## config.mk

```make
export PLATFORM = sky130hd
export DESIGN_NAME = wdt_guard
export DESIGN_NICKNAME = d
export VERILOG_FILES = /design/src/rtl/wdt_pkg.sv /design/src/rtl/wdt_prescaler.sv /design/src/rtl/wdt_stage.sv /design/src/rtl/wdt_ctrl.sv /design/src/rtl/wdt_guard.sv
export SDC_FILE = /design/constraint.sdc
export NUM_CORES = 1
export LEC_CHECK = 0
export BUFFER_PORTS_ARGS = -buffer_cell sky130_fd_sc_hd__buf_4
export CORE_ASPECT_RATIO = 2
export CORE_UTILIZATION = 50
export DETAILED_ROUTE_END_ITERATION = 6
export PLACE_DENSITY = 0.72
export SLEW_MARGIN = 20
export SYNTH_ARGS = -nofsm -noshare
export SYNTH_HDL_FRONTEND = slang
export SYNTH_SLANG_ARGS = --single-unit
```

## constraint.sdc

```tcl
create_clock -name clk -period 3.15 [get_ports clk]
set_input_delay 0.4725 -clock clk [delete_from_list [all_inputs] [get_ports clk]]
set_output_delay 0.4725 -clock clk [all_outputs]
set_load 0.02 [all_outputs]
```

## src/rtl/wdt_pkg.sv

```systemverilog
package wdt_pkg;
  localparam int SEL_W     = 3;
  localparam int NUM_CODES = 1 << SEL_W;
  localparam int TOP_EXTRA = 8;  // extra stages used by the longest code

  typedef enum logic {
    RESP_RESET = 1'b0,
    RESP_NMI   = 1'b1
  } resp_e;

  typedef struct packed {
    logic             en;
    resp_e            resp;
    logic [SEL_W-1:0] sel;
  } wdt_cfg_t;
endpackage

```

## src/rtl/wdt_prescaler.sv

```systemverilog
module wdt_prescaler #(
  parameter int PRE_BITS = 8
) (
  input  logic clk,
  input  logic rst_n,
  input  logic adv,
  output logic tick
);
  logic [PRE_BITS-1:0] cnt_q;

  // never cleared by a restart: it only counts while clocks are live
  always_ff @(posedge clk or negedge rst_n) begin
    if (!rst_n)   cnt_q <= '0;
    else if (adv) cnt_q <= cnt_q + 1'b1;
  end

  assign tick = adv & (&cnt_q);
endmodule

```

## src/rtl/wdt_stage.sv

```systemverilog
module wdt_stage
  import wdt_pkg::*;
#(
  parameter int SPAN0 = 4,
  parameter int UP_W  = SPAN0 + TOP_EXTRA
) (
  input  logic             clk,
  input  logic             rst_n,
  input  logic             restart,
  input  logic             step,
  input  logic [SEL_W-1:0] sel,
  output logic             expire
);
  logic [UP_W-1:0] cnt_q;
  logic [UP_W-1:0] lim [NUM_CODES];

  for (genvar c = 0; c < NUM_CODES; c++) begin : g_lim
    localparam int EXP = SPAN0 + ((c == NUM_CODES-1) ? TOP_EXTRA : c);
    assign lim[c] = {UP_W{1'b1}} >> (UP_W - EXP);
  end

  assign expire = step & (cnt_q == lim[sel]);

  always_ff @(posedge clk or negedge rst_n) begin
    if (!rst_n)           cnt_q <= '0;
    else if (restart)     cnt_q <= '0;
    else if (expire)      cnt_q <= '0;
    else if (step)        cnt_q <= cnt_q + 1'b1;
  end
endmodule

```

## src/rtl/wdt_ctrl.sv

```systemverilog
module wdt_ctrl
  import wdt_pkg::*;
(
  input  logic     clk,
  input  logic     rst_n,
  input  logic     cfg_we,
  input  wdt_cfg_t cfg_new,
  input  logic     run_we,
  input  logic     run_val,
  input  logic     expire,
  output wdt_cfg_t cfg_q,
  output logic     restart,
  output logic     armed_q,
  output logic     rst_req,
  output logic     nmi_req
);
  logic started_q;

  assign restart = run_we & run_val & cfg_q.en;

  always_ff @(posedge clk or negedge rst_n) begin
    if (!rst_n) begin
      cfg_q     <= '{en: 1'b0, resp: RESP_RESET, sel: '0};
      started_q <= 1'b0;
      armed_q   <= 1'b0;
      rst_req   <= 1'b0;
      nmi_req   <= 1'b0;
    end else begin
      if (cfg_we && !started_q) cfg_q <= cfg_new;
      if (restart) begin
        started_q <= 1'b1;
        armed_q   <= 1'b1;
      end else if (expire) begin
        armed_q   <= 1'b0;
      end
      rst_req <= expire & (cfg_q.resp == RESP_RESET);
      nmi_req <= expire & (cfg_q.resp == RESP_NMI);
    end
  end
endmodule

```

## src/rtl/wdt_guard.sv

```systemverilog
module wdt_guard
  import wdt_pkg::*;
#(
  parameter int PRE_BITS = 8,
  parameter int BASE_EXP = 12
) (
  input  logic             clk,
  input  logic             rst_n,
  input  logic             cfg_we,
  input  logic             cfg_wdt_en,
  input  logic             cfg_nmi_sel,
  input  logic [SEL_W-1:0] cfg_sel,
  input  logic             run_we,
  input  logic             run_val,
  input  logic             cpu_halt,
  input  logic             cpu_stop,
  input  logic             cpu_on_subclk,
  output logic             rst_req,
  output logic             nmi_req
);
  localparam int SPAN0 = BASE_EXP - PRE_BITS;
  localparam int UP_W  = SPAN0 + TOP_EXTRA;

  wdt_cfg_t cfg_new, cfg_q;
  logic     clk_live, pre_tick, restart, armed, step, expire;
  logic     unused_halt;

  // HALT keeps the main clock running, so it does not gate the count
  assign unused_halt = cpu_halt;
  assign clk_live    = ~cpu_stop & ~cpu_on_subclk;
  assign cfg_new     = '{en: cfg_wdt_en, resp: resp_e'(cfg_nmi_sel), sel: cfg_sel};
  assign step        = pre_tick & armed & ~restart;

  wdt_prescaler #(.PRE_BITS(PRE_BITS)) u_pre (
    .clk(clk), .rst_n(rst_n), .adv(clk_live), .tick(pre_tick)
  );

  wdt_stage #(.SPAN0(SPAN0), .UP_W(UP_W)) u_stage (
    .clk(clk), .rst_n(rst_n), .restart(restart), .step(step),
    .sel(cfg_q.sel), .expire(expire)
  );

  wdt_ctrl u_ctrl (
    .clk(clk), .rst_n(rst_n), .cfg_we(cfg_we), .cfg_new(cfg_new),
    .run_we(run_we), .run_val(run_val), .expire(expire),
    .cfg_q(cfg_q), .restart(restart), .armed_q(armed),
    .rst_req(rst_req), .nmi_req(nmi_req)
  );
endmodule

```

==> metrics.cfg <==
[global_route]
grt_pass1_vias = 1508
grt_pass1_wl_microns = 6720
grt_antenna_before_repair = 0
grt_max_degree = 30
grt_overflow = 0
grt_use_total = 0.251

[drt]
wl_met1_microns = 1350
dr_wl_met3_microns = 120
wl_per_cell_microns = 17.8
top_layer = met4
wl_met2_microns = 2140
avgViaCountPerCell = 6.64
drt-pass1-iter-count = 4
drc = 0
wl_microns = 3810
num_vias = 1422
ant_nets = 0
drtIter0Drc = 30

[layout]
nets = 197
n_fill_cell = 263
final_cell_mix = dfrtp_1, nand2_1, buf_4, nand3_1
drive_gt1_frac = 0.169
instances_no_fill = 214
area_delta_synth_final_pct = 12.5
layout_commonest_cell = dfrtp_1
diodes = 0
multiInputGateArea_sq_um = 846
seq_area_sq_um = 726

[floorplanning]
initial_utilization = 0.519
core_region_area_sq_um = 3160
fp.dieArea_sq_um = 3520
rows = 29
die_h_microns = 82.9
io_pins = 15
die_w_microns = 42.5

[flow_run]
max_cap_violations = 0

[sta]
drv_slew = 0
rsz0062_at_grt = no
setup-tns-final_ps = 0
setup_violations = 0
max_freq_mhz = 402
skew_ps = 6.29
hold_viol = 0
period_needed_ps = 2490
worst_pin_slew_ps = 697
period_share = 0.789
setup_ws_ps = 664
hold_slack_ps = 103
maxSlewHeadroom = 0.535

[placed_design]
dp_hpwl_microns = 2840
io_buffers = 13
gp_congestion = 0.948
dp_cells = 206
place_ws_ps = 645

[yosys]
synth_edf_count = 0
synth_ff_type = dfrtp_1
yosysWarningCount = 0
yosysSeqAreaShare = 0.443
synthArstFlopShare = 1.00
synth_cell_type_count = 51
syn_area_per_cell_sq_um = 9.47
syn-cell-area_sq_um = 1640
synth_nets = 188
synthCells = 173
ys_ff_latch = 29

[worst_setup_path]
ff2ff_setup_slack_ps = 660
startpoint_type = register
r2r_cells = 5
worstPathCellList = inv_1 -> or4_1 -> a221oi_1 -> a311oi_1 -> o21a_1
critPathRequiredTime_ps = 3330
path_delay_family = compound AO/OA/AOI/OAI gates
r2r-end = u_stage.cnt_q[10]$_DFFE_PN0P_
max_stage_delay_ps = 640
timing.rr.start = u_ctrl.cfg_q[2]$_DFFE_PN0P_
crit_type = register to register
cp_num_buf_inv = 1
end_kind = register
worstPathMaxFanout = 11
worst_ep_arrival_time_ps = 2660
crit_path_top_delay_cell = a221oi_1

[clocking]
path_clk_slew_ps = 60
cts_tree = done
htreeDepth = 2
cts_setup_buffers = 0
post_cts_resized = 0
cts_root_buf = clkbuf_8
clk_latency_ps = 280
cts_buffers = 5
cts_num_sinks = 29
holdBufCountCts = 0
clockBufferDepth = 2

[power]
leakagePower_nw = 0.736
ir_worst_vdd_mv = 0.377
pwr_density_cell_nw_per_um2 = 664

[status]
status = finished, final reports clean

[min_path]
hold_path.class = input pin to asynchronous set/reset pin

[cell families (layout without fill, tap and decap cells)]
kind of cell,after synthesis,after routing,synth area share
buf+inv,15,25,0.0405
xor+xnor,9,9,0.0481
flops,29,29,0.443
fa+ha+maj,2,2,0.0153
mux,5,5,0.0336
simple gates,70,70,0.225
compound gates,43,43,0.195
[Yosys cell counts, drive strengths merged (2+ instances only)]
cell type  number  area [sq um]
nor4b           2          17.5
o211ai          2          15.0
or3             2          12.5
nor2            9          33.8
dfrtp          29           726
inv             3          11.3
a21oi          10          53.8
and3            4          25.0
ha              2          25.0
nor4            4          25.0
nand2          22          82.6
a21o            2          15.0
or2             4          25.0
a311o           4          40.0
buf             4          25.0
a221oi          2          17.5
nand3          10          50.1
o31ai           2          15.0
xor2            4          35.0
nor2b           2          12.5
o21ai           5          25.0
clkbuf          8          30.0
nor3            3          15.0
mux2            4          45.0
xnor2           5          43.8
a311oi          2          17.5
a211oi          2          15.0
or4             3          26.3
[flip-flops by register name (all words and copies together), names as in the netlist]
name              count
u_ctrl.armed_q        1
u_ctrl.cfg_q          5
u_ctrl.nmi_req        1
u_ctrl.rst_req        1
u_ctrl.started_q      1
u_pre.cnt_q           8
u_stage.cnt_q        12
[per-layer routing]
layer,up-vias,GRT usage
met1,702,0.264
li1,659,-
met3,16,0.0348
met4,0,0.182
met5,-,0
met2,45,0.432
[area by class of cell]
class	count	share of cell area
clock buffers	7	0.0468
clock inverters	1	0.0163
inverters	3	0.00611
multi-input cells	129	0.459
flip-flops and latches	29	0.394
well taps	31	0.0210
repair buffers	14	0.0570
[stage by stage]
step,util,area (sq um),power [mW]
after detailed placement,0.547,1730,0.831
after global routing,0.584,1840,1.30
after floorplan,-,1640,0.747
after CTS,0.584,1840,1.23
after global placement,0.547,1730,0.814
final,0.584,1840,1.22
[worst max path at each step]
stage                                 from                            end  slack [ps]  cells past startpoint
2_1_floorplan                cpu_on_subclk   u_stage.cnt_q[8]$_DFFE_PN0P_         880                      6
3_3_place_gp                 cpu_on_subclk   u_stage.cnt_q[8]$_DFFE_PN0P_         680                      6
3_5_place_dp                 cpu_on_subclk   u_stage.cnt_q[8]$_DFFE_PN0P_         640                      6
4_1_cts        u_ctrl.cfg_q[2]$_DFFE_PN0P_  u_stage.cnt_q[10]$_DFFE_PN0P_         690                      5
5_1_grt        u_ctrl.cfg_q[2]$_DFFE_PN0P_  u_stage.cnt_q[10]$_DFFE_PN0P_         520                      5
6_report       u_ctrl.cfg_q[2]$_DFFE_PN0P_  u_stage.cnt_q[10]$_DFFE_PN0P_         660                      5
[where the power goes]
part	internal [mW]	switching, mW
sequential	0.444	0.104
clock	0.257	0.140
combinational	0.122	0.155
total	0.824	0.399
[worst reg2reg max path, cell delays in order (launching register included)]
cell      delay (ps)
dfrtp_1          540
inv_1            210
or4_1            610
a221oi_1         640
a311oi_1         190
o21a_1           200
Power figures use the tool's default switching activity.
